$ cat src/rtl/tmr_pkg.sv
package tmr_pkg;
    typedef enum logic [1:0] {
        ST_OFF  = 2'd0,
        ST_RUN  = 2'd1,
        ST_PEND = 2'd2
    } tmr_state_e;

    localparam int ADDR_W = 3;
    localparam int NFLAG  = 2;
    localparam int MODE_W = 3;

    localparam logic [ADDR_W-1:0] A_CMD   = 3'd0;
    localparam logic [ADDR_W-1:0] A_MODE  = 3'd1;
    localparam logic [ADDR_W-1:0] A_PER   = 3'd2;
    localparam logic [ADDR_W-1:0] A_COUNT = 3'd3;
    localparam logic [ADDR_W-1:0] A_STAT  = 3'd4;
    localparam logic [ADDR_W-1:0] A_MSET  = 3'd5;
    localparam logic [ADDR_W-1:0] A_MCLR  = 3'd6;

    // command bits
    localparam int CB_START = 0;
    localparam int CB_STOP  = 1;
    localparam int CB_RST   = 2;
    // mode bits
    localparam int MB_PERRST = 0;
    localparam int MB_EXTEN  = 1;
    localparam int MB_EXTNEG = 2;
    // status bits
    localparam int FB_WRAP  = 0;
    localparam int FB_MATCH = 1;
    localparam int SB_ACT   = 2;
endpackage

$ cat src/rtl/tmr_ext_sync.sv
module tmr_ext_sync #(
    parameter int STAGES = 2
) (
    input  logic clk,
    input  logic rst_n,
    input  logic ext_i,
    input  logic enable,
    input  logic neg_sel,
    output logic req_o
);
    localparam int LEN = STAGES + 1;

    logic [LEN-1:0] chain_q;

    // chain_q[0] takes the raw pin, chain_q[STAGES-1] is the synchronised
    // level, chain_q[STAGES] is that level one cycle older.
    generate
        for (genvar g = 0; g < LEN; g++) begin : g_stage
            if (g == 0) begin : g_first
                always_ff @(posedge clk) begin
                    if (!rst_n) chain_q[0] <= 1'b0;
                    else        chain_q[0] <= ext_i;
                end
            end else begin : g_next
                always_ff @(posedge clk) begin
                    if (!rst_n) chain_q[g] <= 1'b0;
                    else        chain_q[g] <= chain_q[g-1];
                end
            end
        end
    endgenerate

    logic now_lvl, old_lvl;
    assign now_lvl = chain_q[STAGES-1];
    assign old_lvl = chain_q[STAGES];

    always_comb begin
        if (neg_sel) req_o = enable & old_lvl & ~now_lvl;
        else         req_o = enable & now_lvl & ~old_lvl;
    end
endmodule

$ cat src/rtl/tmr_ctrl_fsm.sv
module tmr_ctrl_fsm
    import tmr_pkg::*;
(
    input  logic       clk,
    input  logic       rst_n,
    input  logic       start,
    input  logic       stop,
    input  logic       restart,
    input  logic       tick,
    output tmr_state_e state_o,
    output logic       cnt_inc,
    output logic       cnt_zero,
    output logic       active
);
    tmr_state_e state_q, state_d;

    always_ff @(posedge clk) begin
        if (!rst_n) state_q <= ST_OFF;
        else        state_q <= state_d;
    end

    always_comb begin
        state_d = state_q;
        unique case (state_q)
            ST_OFF: begin
                // start: a disable in the same write wins
                if (start && !stop) state_d = ST_RUN;
            end
            ST_RUN: begin
                if (stop)         state_d = ST_OFF;   // halt
                else if (restart) state_d = ST_PEND;  // arm
            end
            ST_PEND: begin
                if (stop)                  state_d = ST_OFF;  // halt
                else if (tick && !restart) state_d = ST_RUN;  // reload
                // rearm: tick with new request stays in PEND
            end
            default: state_d = ST_OFF;
        endcase
    end

    always_comb begin
        cnt_inc  = 1'b0;
        cnt_zero = 1'b0;
        active   = 1'b0;
        unique case (state_q)
            ST_OFF:  ;
            ST_RUN:  begin cnt_inc  = tick; active = 1'b1; end
            ST_PEND: begin cnt_zero = tick; active = 1'b1; end
            default: ;
        endcase
    end

    assign state_o = state_q;
endmodule

$ cat src/rtl/tmr_counter.sv
module tmr_counter #(
    parameter int W = 16
) (
    input  logic         clk,
    input  logic         rst_n,
    input  logic         inc,
    input  logic         zero,
    input  logic [W-1:0] period,
    output logic [W-1:0] cnt_o,
    output logic         wrap_evt,
    output logic         match_evt
);
    localparam logic [W-1:0] TOP = {W{1'b1}};

    logic [W-1:0] cnt_q, cnt_next;
    logic         step;

    assign step     = inc | zero;
    assign cnt_next = zero ? '0 : cnt_q + 1'b1;

    always_ff @(posedge clk) begin
        if (!rst_n)    cnt_q <= '0;
        else if (step) cnt_q <= cnt_next;
    end

    assign wrap_evt  = inc & (cnt_q == TOP);
    assign match_evt = step & (cnt_next == period);
    assign cnt_o     = cnt_q;
endmodule

$ cat src/rtl/tmr_regs.sv
module tmr_regs
    import tmr_pkg::*;
#(
    parameter int W = 16
) (
    input  logic              clk,
    input  logic              rst_n,
    input  logic              wr_en,
    input  logic [ADDR_W-1:0] wr_addr,
    input  logic [W-1:0]      wr_data,
    input  logic              rd_en,
    input  logic [ADDR_W-1:0] rd_addr,
    input  logic [W-1:0]      cnt,
    input  logic              active,
    input  logic              wrap_evt,
    input  logic              match_evt,
    output logic [W-1:0]      rd_data,
    output logic              cmd_start,
    output logic              cmd_stop,
    output logic              cmd_rst,
    output logic              per_rst_en,
    output logic              ext_en,
    output logic              ext_neg,
    output logic [W-1:0]      period_o,
    output logic [NFLAG-1:0]  flags_o,
    output logic              irq_o
);
    logic [MODE_W-1:0] mode_q;
    logic [W-1:0]      period_q;
    logic [NFLAG-1:0]  flag_q, mask_q, evt;
    logic              wr_cmd, wr_mode, wr_per, wr_mset, wr_mclr, stat_rd;

    assign wr_cmd  = wr_en && (wr_addr == A_CMD);
    assign wr_mode = wr_en && (wr_addr == A_MODE);
    assign wr_per  = wr_en && (wr_addr == A_PER);
    assign wr_mset = wr_en && (wr_addr == A_MSET);
    assign wr_mclr = wr_en && (wr_addr == A_MCLR);
    assign stat_rd = rd_en && (rd_addr == A_STAT);

    assign cmd_start = wr_cmd & wr_data[CB_START];
    assign cmd_stop  = wr_cmd & wr_data[CB_STOP];
    assign cmd_rst   = wr_cmd & wr_data[CB_RST];

    always_comb begin
        evt           = '0;
        evt[FB_WRAP]  = wrap_evt;
        evt[FB_MATCH] = match_evt;
    end

    always_ff @(posedge clk) begin
        if (!rst_n) begin
            mode_q   <= '0;
            period_q <= {W{1'b1}};
        end else begin
            if (wr_mode) mode_q   <= wr_data[MODE_W-1:0];
            if (wr_per)  period_q <= wr_data;
        end
    end

    // sticky events: a new event outranks the clear of a status read
    always_ff @(posedge clk) begin
        if (!rst_n) flag_q <= '0;
        else        flag_q <= evt | (flag_q & ~{NFLAG{stat_rd}});
    end

    always_ff @(posedge clk) begin
        if (!rst_n)       mask_q <= '0;
        else if (wr_mset) mask_q <= mask_q | wr_data[NFLAG-1:0];
        else if (wr_mclr) mask_q <= mask_q & ~wr_data[NFLAG-1:0];
    end

    always_comb begin
        rd_data = '0;
        unique case (rd_addr)
            A_MODE:  rd_data[MODE_W-1:0] = mode_q;
            A_PER:   rd_data = period_q;
            A_COUNT: rd_data = cnt;
            A_STAT: begin
                rd_data[NFLAG-1:0] = flag_q;
                rd_data[SB_ACT]    = active;
            end
            A_MSET:  rd_data[NFLAG-1:0] = mask_q;
            default: rd_data = '0;
        endcase
    end

    assign per_rst_en = mode_q[MB_PERRST];
    assign ext_en     = mode_q[MB_EXTEN];
    assign ext_neg    = mode_q[MB_EXTNEG];
    assign period_o   = period_q;
    assign flags_o    = flag_q;
    assign irq_o      = |(flag_q & mask_q);
endmodule

$ cat src/rtl/tmr_chan_top.sv
module tmr_chan_top
    import tmr_pkg::*;
#(
    parameter int CNT_W       = 16,
    parameter int SYNC_STAGES = 2
) (
    input  logic              clk,
    input  logic              rst_n,
    input  logic              tick_i,
    input  logic              sync_i,
    input  logic              ext_i,
    input  logic              wr_en,
    input  logic [ADDR_W-1:0] wr_addr,
    input  logic [CNT_W-1:0]  wr_data,
    input  logic              rd_en,
    input  logic [ADDR_W-1:0] rd_addr,
    output logic [CNT_W-1:0]  rd_data,
    output logic              irq_o
);
    tmr_state_e       state;
    logic             cmd_start, cmd_stop, cmd_rst;
    logic             per_rst_en, ext_en, ext_neg, ext_req;
    logic             cnt_inc, cnt_zero, active;
    logic             wrap_evt, match_evt, restart;
    logic [CNT_W-1:0] cnt_q, period_q;
    logic [NFLAG-1:0] flag_q;

    assign restart = cmd_rst | sync_i | ext_req | (match_evt & per_rst_en);

    tmr_ext_sync #(.STAGES(SYNC_STAGES)) i_ext (
        .clk(clk), .rst_n(rst_n), .ext_i(ext_i),
        .enable(ext_en), .neg_sel(ext_neg), .req_o(ext_req)
    );

    tmr_ctrl_fsm i_fsm (
        .clk(clk), .rst_n(rst_n), .start(cmd_start), .stop(cmd_stop),
        .restart(restart), .tick(tick_i), .state_o(state),
        .cnt_inc(cnt_inc), .cnt_zero(cnt_zero), .active(active)
    );

    tmr_counter #(.W(CNT_W)) i_cnt (
        .clk(clk), .rst_n(rst_n), .inc(cnt_inc), .zero(cnt_zero),
        .period(period_q), .cnt_o(cnt_q),
        .wrap_evt(wrap_evt), .match_evt(match_evt)
    );

    tmr_regs #(.W(CNT_W)) i_regs (
        .clk(clk), .rst_n(rst_n),
        .wr_en(wr_en), .wr_addr(wr_addr), .wr_data(wr_data),
        .rd_en(rd_en), .rd_addr(rd_addr),
        .cnt(cnt_q), .active(active),
        .wrap_evt(wrap_evt), .match_evt(match_evt),
        .rd_data(rd_data),
        .cmd_start(cmd_start), .cmd_stop(cmd_stop), .cmd_rst(cmd_rst),
        .per_rst_en(per_rst_en), .ext_en(ext_en), .ext_neg(ext_neg),
        .period_o(period_q), .flags_o(flag_q), .irq_o(irq_o)
    );
endmodule

$ cat config.mk
export PLATFORM = sky130hd
export DESIGN_NAME = tmr_chan_top
export DESIGN_NICKNAME = d
export VERILOG_FILES = /design/src/rtl/tmr_pkg.sv /design/src/rtl/tmr_ext_sync.sv /design/src/rtl/tmr_ctrl_fsm.sv /design/src/rtl/tmr_counter.sv /design/src/rtl/tmr_regs.sv /design/src/rtl/tmr_chan_top.sv
export SDC_FILE = /design/constraint.sdc
export NUM_CORES = 1
export LEC_CHECK = 0
export BUFFER_PORTS_ARGS = -buffer_cell sky130_fd_sc_hd__buf_2
export CORE_MARGIN = 5
export CORE_UTILIZATION = 45
export DETAILED_ROUTE_END_ITERATION = 16
export GPL_TIMING_DRIVEN = 0
export PLACE_DENSITY = 0.72
export SYNTH_ARGS = -nofsm -noshare
export SYNTH_HDL_FRONTEND = slang
export SYNTH_SLANG_ARGS = --single-unit
$ cat constraint.sdc
create_clock -name clk -period 3.2 [get_ports clk]
set_clock_uncertainty 0.05 [all_clocks]
set_input_delay 0 -clock clk [delete_from_list [all_inputs] [get_ports clk]]
set_output_delay 0 -clock clk [all_outputs]
set_load 0.02 [all_outputs]
==> results.json, run 1 <==
{
  "outcome": "complete, no violations",
  "fmax_mhz": 326,
  "p_switching_mw": 0.430,
  "async_reset_ff_share_pct": 0,
  "hold_violations": 0,
  "timing.slew.headroom_pct": 48.7,
  "combPwrFrac_pct": 23.2,
  "num_vias": 3428,
  "cts_buffer_depth": 2,
  "min_path_type": "in2reg",
  "tightest_slew_ps": 770,
  "via_per_inst": 5.81,
  "arrival_ps": 3220,
  "wirelength_um": 9900,
  "synthTopCellsByArea": "dfxtp_1 (28%), nand2_1 (8.4%), mux2i_1 (7.0%)",
  "yosys.area.top_type": "dfxtp_1",
  "drt_iter0_markers": 227,
  "finalCritPeriodShare_pct": 95.9,
  "die_y_um": 93.3,
  "grt_setup_unrepaired": "false",
  "synth_nets": 456,
  "grt_pass1_vias": 3471,
  "dr.pass1.iters": 4,
  "synth_cell_types": 61,
  "io_buffers": 44,
  "cp.required_ps": 3350,
  "grt_max_degree": 15,
  "place.gp.congestion": 0.963,
  "ys.flop_type": "dfxtp_1",
  "synth_edf_count": 0,
  "start_util_pct": 46.0,
  "startpoint": "i_cnt.cnt_o[1]",
  "power.internal_mw": 0.926,
  "rrSetupSlack_ps": 130,
  "cts-buffers-inserted": 5,
  "ir_drop_mv": 0.207,
  "avgRoutedWirePerCell_um": 16.8,
  "remaining_drc_errors": 0,
  "swShare_pct": 31.7,
  "design_area_mm2": 0.00378,
  "p_leak_nw": 1.54,
  "diodes": 0,
  "r2r-start": "i_cnt.cnt_o[1]",
  "dpl_cell_area_mm2": 0.00347,
  "fin_tns_setup_ps": 0,
  "dieWidth_um": 93.3,
  "fin_crit_ps": 3070,
  "cts_sinks": 44,
  "critPathLaunchType": "flip-flop",
  "endpoint_kind": "flip-flop",
  "ios": 46,
  "hp-start": "wr_addr[1]",
  "syn_avg_cell_area_um2": 7.41,
  "p_seq_share_pct": 43.4,
  "syn_area_mm2": 0.00313,
  "gr-total-overflow": 0,
  "cp_max_fo": 8,
  "ys_seq_area_share_pct": 28.2,
  "worstSetupPathType": "reg2reg",
  "grtUsageTotal_pct": 23.6,
  "ys_seq_elements": 44,
  "clock_latency_ps": 320,
  "p_clk_share_pct": 33.5,
  "maxSlewViolCount": 0,
  "syn2layout_area_growth_pct": 20.9,
  "grt_pass1_wl_um": 16400,
  "syn_inst": 422,
  "cts_tree": "done",
  "nets": 527,
  "synth_top_area_share_pct": 28.2,
  "dieArea_mm2": 0.00871,
  "h-tree-depth": 2,
  "root_buffer": "clkbuf_8",
  "power_density_mw_per_mm2": 359,
  "ant_nets": 0,
  "setup-violations-final": 0,
  "synth_most_common_cell": "nand2_1",
  "dp_hpwl_um": 7080,
  "post-cts-setup-buffers": 0,
  "fill_cells": 658,
  "grt_antenna_before_repair": 0,
  "fp.coreArea_mm2": 0.00679,
  "cap_violations": 0,
  "clk_pin_slew_ps": 100,
  "synth_warnings": 0,
  "rows": 30,
  "synthTopCellsByCount": "nand2_1 (70), dfxtp_1 (44), nor2_1 (44)",
  "drive_gt1_share_pct": 18.6
}
[flip-flops by register name, indices dropped and copies added, names as in the netlist, named ones only]
signal / flops
i_ext.chain_q: 1
i_regs.flags_o: 2
i_ext.now_lvl: 1
i_regs.mode_q: 3
i_ext.old_lvl: 1
i_fsm.state_o: 2
i_cnt.cnt_o: 16
i_regs.period_o: 16
[final cells by class]
cell class                 instances  area, µm²  share of cell area [%]
sequential                        44        882                    23.3
clock inverter                     3       42.5                    1.13
tap                               96        120                    3.18
inverter                           8       30.0                   0.795
multi-input combinational        338       2040                    53.9
buffer                            32        179                    4.74
clock buffer                       5       68.8                    1.82
timing repair buffer              64        420                    11.1
[routing by layer]
layer,global-route usage [%],part of all wire (%)
met4,12.0,3.6
met2,40.6,49
met5,0,0
met3,5.15,6.5
met1,27.4,41
[power groups by stage]
stage	combinational [mW]	sequential, mW	clock [mW]
global route	0.344	0.590	0.481
floorplan	0.203	0.594	0
CTS	0.309	0.587	0.451
global placement	0.283	0.599	0
finish	0.314	0.588	0.454
detailed placement	0.289	0.599	0
[metrics by stage]
stage	hold WS (ps)	util [%]	instances	total power [mW]	setup slack, ps
floorplan	74.0	-	422	0.797	526
global placement	159	51.0	562	0.882	136
detailed placement	164	51.0	562	0.889	108
CTS	24.6	55.6	590	1.35	79.4
global route	51.9	55.6	590	1.42	25.9
finish	27.0	55.6	590	1.36	131
[worst max-delay path: stages, from the launching register on]
cell	delay [ps]
dfxtp_2	450
ha_1	170
buf_2	190
nand3_2	160
or4_4	520
nand3_2	90
nand4_1	120
nor4_2	410
nand4_1	180
a21o_1	250
nand2_2	70
mux2_4	290
[what timing repair did]
item,in CTS,in global routing
hold buffers,20,0
resized for setup,0,1
endpoints found under the setup margin,0,1
endpoints found under the hold margin,22,0
[worst paths after layout]
check                                         to  depth (start not counted)
worst max-delay path            i_fsm.state_o[0]                         11
worst min-delay path                   flip-flop                          4
worst max register to register  i_fsm.state_o[0]                         11
worst min register to register     i_ext.now_lvl                          1
[cells in the final DEF (no fill, tap or decap), drive strengths merged, types with 3 or more instances in the layout]
| cell type | count |
|---|---|
| a21o | 3 |
| a21oi | 19 |
| a22oi | 5 |
| and2 | 5 |
| and3 | 4 |
| buf | 66 |
| clkbuf | 15 |
| dfxtp | 44 |
| dlygate4sd3 | 20 |
| ha | 5 |
| inv | 7 |
| mux2 | 4 |
| mux2i | 22 |
| nand2 | 71 |
| nand2b | 7 |
| nand3 | 28 |
| nand4 | 12 |
| nor2 | 44 |
| nor3 | 16 |
| nor4 | 9 |
| o211ai | 5 |
| o21a | 4 |
| o21ai | 23 |
| or2 | 3 |
| or3 | 8 |
| or4 | 3 |
| xnor2 | 5 |
| xor2 | 6 |
[cell families after synthesis]
kind of cell    synth area share (%)
simple gates                    34.9
compound gates                  16.5
flops                           28.2
buf+inv                         6.69
mux                             8.61
xor+xnor                        3.08
fa+ha+maj                       2.00
No activity file was read; power rests on OpenSTA's default activity.
==> run 2: changes to the inputs <==
--- a/config.mk
+++ b/config.mk
@@ -6,11 +6,13 @@
 export NUM_CORES = 1
 export LEC_CHECK = 0
 export BUFFER_PORTS_ARGS = -buffer_cell sky130_fd_sc_hd__buf_2
+export CELL_PAD_IN_SITES_DETAIL_PLACEMENT = 0
+export CELL_PAD_IN_SITES_GLOBAL_PLACEMENT = 1
 export CORE_MARGIN = 5
-export CORE_UTILIZATION = 45
+export CORE_UTILIZATION = 42
 export DETAILED_ROUTE_END_ITERATION = 16
 export GPL_TIMING_DRIVEN = 0
-export PLACE_DENSITY = 0.72
+export PLACE_DENSITY = 0.88
 export SYNTH_ARGS = -nofsm -noshare
 export SYNTH_HDL_FRONTEND = slang
 export SYNTH_SLANG_ARGS = --single-unit
==> results.json, run 2 (synthesized netlist as in run 1, its figures left out) <==
{
  "io_buffers": 44,
  "dieWidth_um": 96.3,
  "hold_slack_ps": 20.6,
  "maxSlewViolCount": 0,
  "design_area_mm2": 0.00378,
  "setup-violations-final": 0,
  "dieArea_mm2": 0.00927,
  "power_mw": 1.33,
  "dp_slack_ps": 52.5,
  "min_path_type": "in2reg",
  "arrival_ps": 3230,
  "via_per_inst": 5.67,
  "endpoint_kind": "flip-flop",
  "cts-buffers-inserted": 5,
  "remaining_drc_errors": 0,
  "gr-total-overflow": 0,
  "cap_violations": 0,
  "critical_path.top_delay_family": "simple AND/OR/NAND/NOR gates",
  "fp.coreArea_mm2": 0.00725,
  "dr.pass1.iters": 7,
  "grt_pass1_wl_um": 15700,
  "ant_nets": 0,
  "hold_violations": 0,
  "r2r-start": "i_cnt.cnt_o[1]",
  "cts_tree": "done",
  "syn2layout_area_growth_pct": 21.0,
  "fin_crit_ps": 3090,
  "grtUsageTotal_pct": 21.8,
  "grt_pass1_vias": 3113,
  "critPathLaunchType": "flip-flop",
  "setup_ws_ps": 113,
  "fill_cells": 726,
  "slowest_stage": "nor4_2",
  "wirelength_um": 9580,
  "root_buffer": "clkbuf_8",
  "p_leak_nw": 1.56,
  "grt_setup_unrepaired": "false",
  "place.gp.congestion": 0.922,
  "grt_antenna_before_repair": 0,
  "cp.required_ps": 3340,
  "layout_commonest_cell": "nand2_1",
  "clk_pin_slew_ps": 90,
  "avgRoutedWirePerCell_um": 16.2,
  "nets": 526,
  "worstSetupPathType": "reg2reg",
  "reg2reg_to": "i_fsm.state_o[0]",
  "tightest_slew_ps": 772,
  "ff2ff_path_depth": 11,
  "outcome": "complete, no violations",
  "rows": 31,
  "finalCritPeriodShare_pct": 96.5,
  "die_y_um": 96.3,
  "grt_max_degree": 14,
  "timing.slew.headroom_pct": 48.5,
  "timing.critical_path.cells": "ha_1 -> buf_2 -> inv_1 -> nor4_2 -> mux2i_1 -> nand4_1 -> a211oi_2 -> nand4_1 -> a21o_1 -> nand2_2 -> mux2_4",
  "num_vias": 3355,
  "hp-start": "wr_addr[1]",
  "clock_latency_ps": 300,
  "cts_buffer_depth": 2,
  "critPathBufInv": 2,
  "ios": 46,
  "cp_max_fo": 8,
  "drive_gt1_share_pct": 18.7,
  "ir_drop_mv": 0.207,
  "dpl_cell_area_mm2": 0.00347,
  "fmax_mhz": 324,
  "mostFrequentLayoutCells": "nand2_1 (70), buf_2 (58), nor2_1 (44), dfxtp_1 (43), nand3_1 (26)",
  "critPathMaxStageDelay_ps": 510,
  "drt_iter0_markers": 209,
  "power_density_mw_per_mm2": 351,
  "cts_sinks": 44,
  "h-tree-depth": 2,
  "hold_depth": 4,
  "dp_hpwl_um": 7250,
  "fin_tns_setup_ps": 0,
  "rrSetupSlack_ps": 110,
  "start_util_pct": 43.1,
  "crit_top_cell": "nand4_1",
  "diodes": 0
}
-- run 2: cell count changes in the layout (fill, tap and decap cells not counted) --
| cell | change |
|---|---|
| clkinvlp_4 | -1 |
| clkbuf_1 | +1 |
| nor4_2 | -1 |
| nor3_2 | +1 |
| nor3_1 | -1 |
| dlygate4sd3_1 | -1 |
| nor4_4 | +1 |
-- run 2: how the worst max path moves through the flow --
stage                             to  slack [ps]      startpoint  cells after the start
floorplan           i_fsm.state_o[0]         530  i_cnt.cnt_o[1]                     11
global placement    i_fsm.state_o[0]          90  i_cnt.cnt_o[1]                     11
detailed placement  i_fsm.state_o[0]          50  i_cnt.cnt_o[1]                     11
CTS                 i_fsm.state_o[0]          40  i_cnt.cnt_o[1]                     11
global route        i_fsm.state_o[0]           3  i_cnt.cnt_o[1]                     11
finish              i_fsm.state_o[0]         110  i_cnt.cnt_o[1]                     11
-- run 2: final cells by class --
type | count | area [µm²] | share of cell area [%]
Inverter | 8 | 30.0 | 0.794
Clock buffer | 6 | 72.6 | 1.92
Buffer | 32 | 179 | 4.73
Timing Repair Buffer | 63 | 410 | 10.9
Sequential cell | 44 | 882 | 23.3
Multi-Input combinational cell | 338 | 2050 | 54.2
Clock inverter | 2 | 35.0 | 0.926
Tap cell | 99 | 124 | 3.27
-- run 2: worst reg2reg max path: cells and delay by family (launching register included) --
kind | cells | cell delay (ps)
AOI/OAI and AO/OA | 2 | 530
buffers and inverters | 2 | 360
muxes | 2 | 550
DFF | 1 | 440
adders and majority gates | 1 | 170
and+or+nand+nor | 4 | 890
-- run 2: routing by layer --
layer  part of all wire [%]  vias to the layer above  global-route usage (%)
met3                    7.4                       23                    3.28
met2                     47                      145                    35.9
li1                       -                     1643                       -
met4                    2.6                        0                    8.06
met1                     43                     1544                    28.5
met5                      0                        -                       0
-- run 2: where the power goes --
| part | switching [mW] | internal (mW) |
|---|---|---|
| sequential | 0.0208 | 0.568 |
| clock | 0.193 | 0.232 |
| combinational | 0.188 | 0.126 |
| total | 0.402 | 0.926 |
-- run 2: timing repair --
item                                    in CTS  in global routing
resized for setup                            0                  3
endpoints found under the setup margin       0                  1
endpoints found under the hold margin       21                  0
buffers inserted                             0                  0
hold buffers                                19                  0
-- run 2: stage by stage --
stage	utilization [%]	instances
floorplan	-	422
global placement	47.8	565
detailed placement	47.8	565
CTS	51.9	592
global route	52.1	592
finish	52.1	592
==> run 3: changes to the inputs <==
--- a/config.mk
+++ b/config.mk
@@ -9,10 +9,10 @@
 export CELL_PAD_IN_SITES_DETAIL_PLACEMENT = 0
 export CELL_PAD_IN_SITES_GLOBAL_PLACEMENT = 1
 export CORE_MARGIN = 5
-export CORE_UTILIZATION = 42
+export CORE_UTILIZATION = 35
 export DETAILED_ROUTE_END_ITERATION = 16
 export GPL_TIMING_DRIVEN = 0
-export PLACE_DENSITY = 0.88
+export PLACE_DENSITY = 0.76
 export SYNTH_ARGS = -nofsm -noshare
 export SYNTH_HDL_FRONTEND = slang
 export SYNTH_SLANG_ARGS = --single-unit
==> results.json, run 3 (synthesized netlist as in run 1, its figures left out) <==
{
  "p_leak_nw": 1.56,
  "ant_nets": 0,
  "place.gp.congestion": 0.911,
  "rows": 34,
  "setup-violations-final": 0,
  "power_density_mw_per_mm2": 344,
  "root_buffer": "clkbuf_8",
  "post-cts-setup-buffers": 0,
  "cts_buffer_depth": 2,
  "grt_max_degree": 17,
  "ir_drop_mv": 0.207,
  "wirelength_um": 10200,
  "cts_tree": "done",
  "endpoint_kind": "flip-flop",
  "num_vias": 3349,
  "wl_met2_um": 4870,
  "start_util_pct": 35.8,
  "maxSlewViolCount": 0,
  "critPathLaunchType": "flip-flop",
  "arrival_ps": 3200,
  "fill_cells": 911,
  "grt_antenna_before_repair": 0,
  "diodes": 0,
  "grt_pass1_wl_um": 16600,
  "dieWidth_um": 105,
  "hold_violations": 0,
  "fin_tns_setup_ps": 0,
  "drt-met1-wl_um": 4610,
  "layout_commonest_cell": "nand2_1",
  "mostFrequentLayoutCells": "nand2_1 (70), buf_2 (58), nor2_1 (44), dfxtp_1 (43), nand3_1 (26)",
  "power_mw": 1.31,
  "fmax_mhz": 330,
  "cts_sinks": 44,
  "drt_iter0_markers": 175,
  "grt_setup_unrepaired": "false",
  "die_y_um": 105,
  "ios": 46,
  "dr.max_layer_used": "met4",
  "cp_max_fo": 10,
  "via_per_inst": 5.55,
  "crit_top_cell": "buf_2",
  "cp.required_ps": 3360,
  "syn2layout_area_growth_pct": 21.5,
  "slowest_stage": "dfxtp_1",
  "grt_pass1_vias": 3233,
  "clock_latency_ps": 310,
  "tightest_slew_ps": 782,
  "fin_crit_ps": 3030,
  "dieArea_mm2": 0.0109,
  "finalCritPeriodShare_pct": 94.8,
  "fp.coreArea_mm2": 0.00872,
  "dr.pass1.iters": 5,
  "nets": 528,
  "rrSetupSlack_ps": 170,
  "drive_gt1_share_pct": 18.6,
  "min_path_type": "in2reg",
  "timing.critical_path.cells": "inv_1 -> ha_1 -> buf_2 -> nand2_1 -> buf_2 -> buf_2 -> nand2_1 -> o21ai_0 -> xnor2_1 -> nand4_1 -> a21o_1 -> nand2_2 -> mux2_4",
  "gr-total-overflow": 0,
  "h-tree-depth": 2,
  "grtUsageTotal_pct": 18.5,
  "timing.slew.headroom_pct": 47.8,
  "io_buffers": 44,
  "outcome": "complete, no violations",
  "route.met3.wl_um": 501,
  "remaining_drc_errors": 0,
  "dp_hpwl_um": 7570,
  "critPathMaxStageDelay_ps": 390,
  "worstSetupPathType": "reg2reg",
  "cap_violations": 0,
  "cts-buffers-inserted": 5,
  "clk_pin_slew_ps": 100,
  "avgRoutedWirePerCell_um": 16.9
}
==> run 3: cell count changes in the layout (fill, tap and decap cells not counted), sizes merged <==
cell / before / now
dlygate4sd3: 19 / 21
clkbuf: 16 / 15
inv: 7 / 9
bufinv: 1 / 0
==> run 3: critical path: cells and delay by family (launching register included) <==
family                   cells  cell delay, ps
AO/OA/AOI/OAI                2             500
XOR/XNOR                     1             210
adder cells (fa/ha/maj)      1             260
buffers and inverters        4             820
flip-flops                   1             390
multiplexers                 1             290
AND/OR/NAND/NOR              4             410
==> run 3: what timing repair did <==
action | 4_1_cts | 5_1_grt
hold endpoints to repair | 25 | 0
hold buffers | 21 | 0
setup endpoints to repair | 0 | 2
gates resized for setup | 0 | 2
==> run 3: path summary, 6_finish.rpt <==
path | from | endpoint | cells after the start
max | i_fsm.state_o[0] | i_fsm.state_o[0] | 13
min | wr_addr[0] | flip-flop | 5
min reg2reg | i_ext.chain_q[0] | i_ext.now_lvl | 1
max reg2reg | i_fsm.state_o[0] | i_fsm.state_o[0] | 13
==> run 3: layout make-up <==
type,instances,area [µm²],area share [%]
clock buffers,5,68.8,1.81
multi-input cells,338,2040,53.9
inverters,8,30.0,0.791
flip-flops and latches,44,882,23.2
repair buffers,65,430,11.3
clock inverters,3,26.3,0.692
well taps,108,135,3.56
plain buffers,32,179,4.71
==> run 3: metrics by stage <==
stage | setup WS, ps | cells | hold WS [ps] | util, % | cell area [µm²]
after floorplan | 526 | 422 | 74.0 | - | 3130
after CTS | 31.8 | 603 | 14.0 | 43.4 | 3790
final | 166 | 603 | 13.7 | 43.5 | 3800
after detailed placement | 39.5 | 574 | 162 | 39.9 | 3480
after global placement | 71.3 | 574 | 160 | 39.9 | 3480
after global routing | 4.53 | 603 | 37.9 | 43.5 | 3800
==> run 3: per-layer routing <==
metal  up-vias  global-route usage, %
li1       1641                      -
met1      1584                   24.1
met2       103                   30.9
met3        21                   2.86
met4         0                   6.48
met5         -                      0
==> run 3: power breakdown <==
group	total (mW)	internal, mW	switching [mW]	leakage (nW)
logic	0.319	0.127	0.193	1.15
registers	0.589	0.568	0.0209	0.358
clock network	0.399	0.161	0.238	0.0491
total	1.31	0.856	0.451	1.56
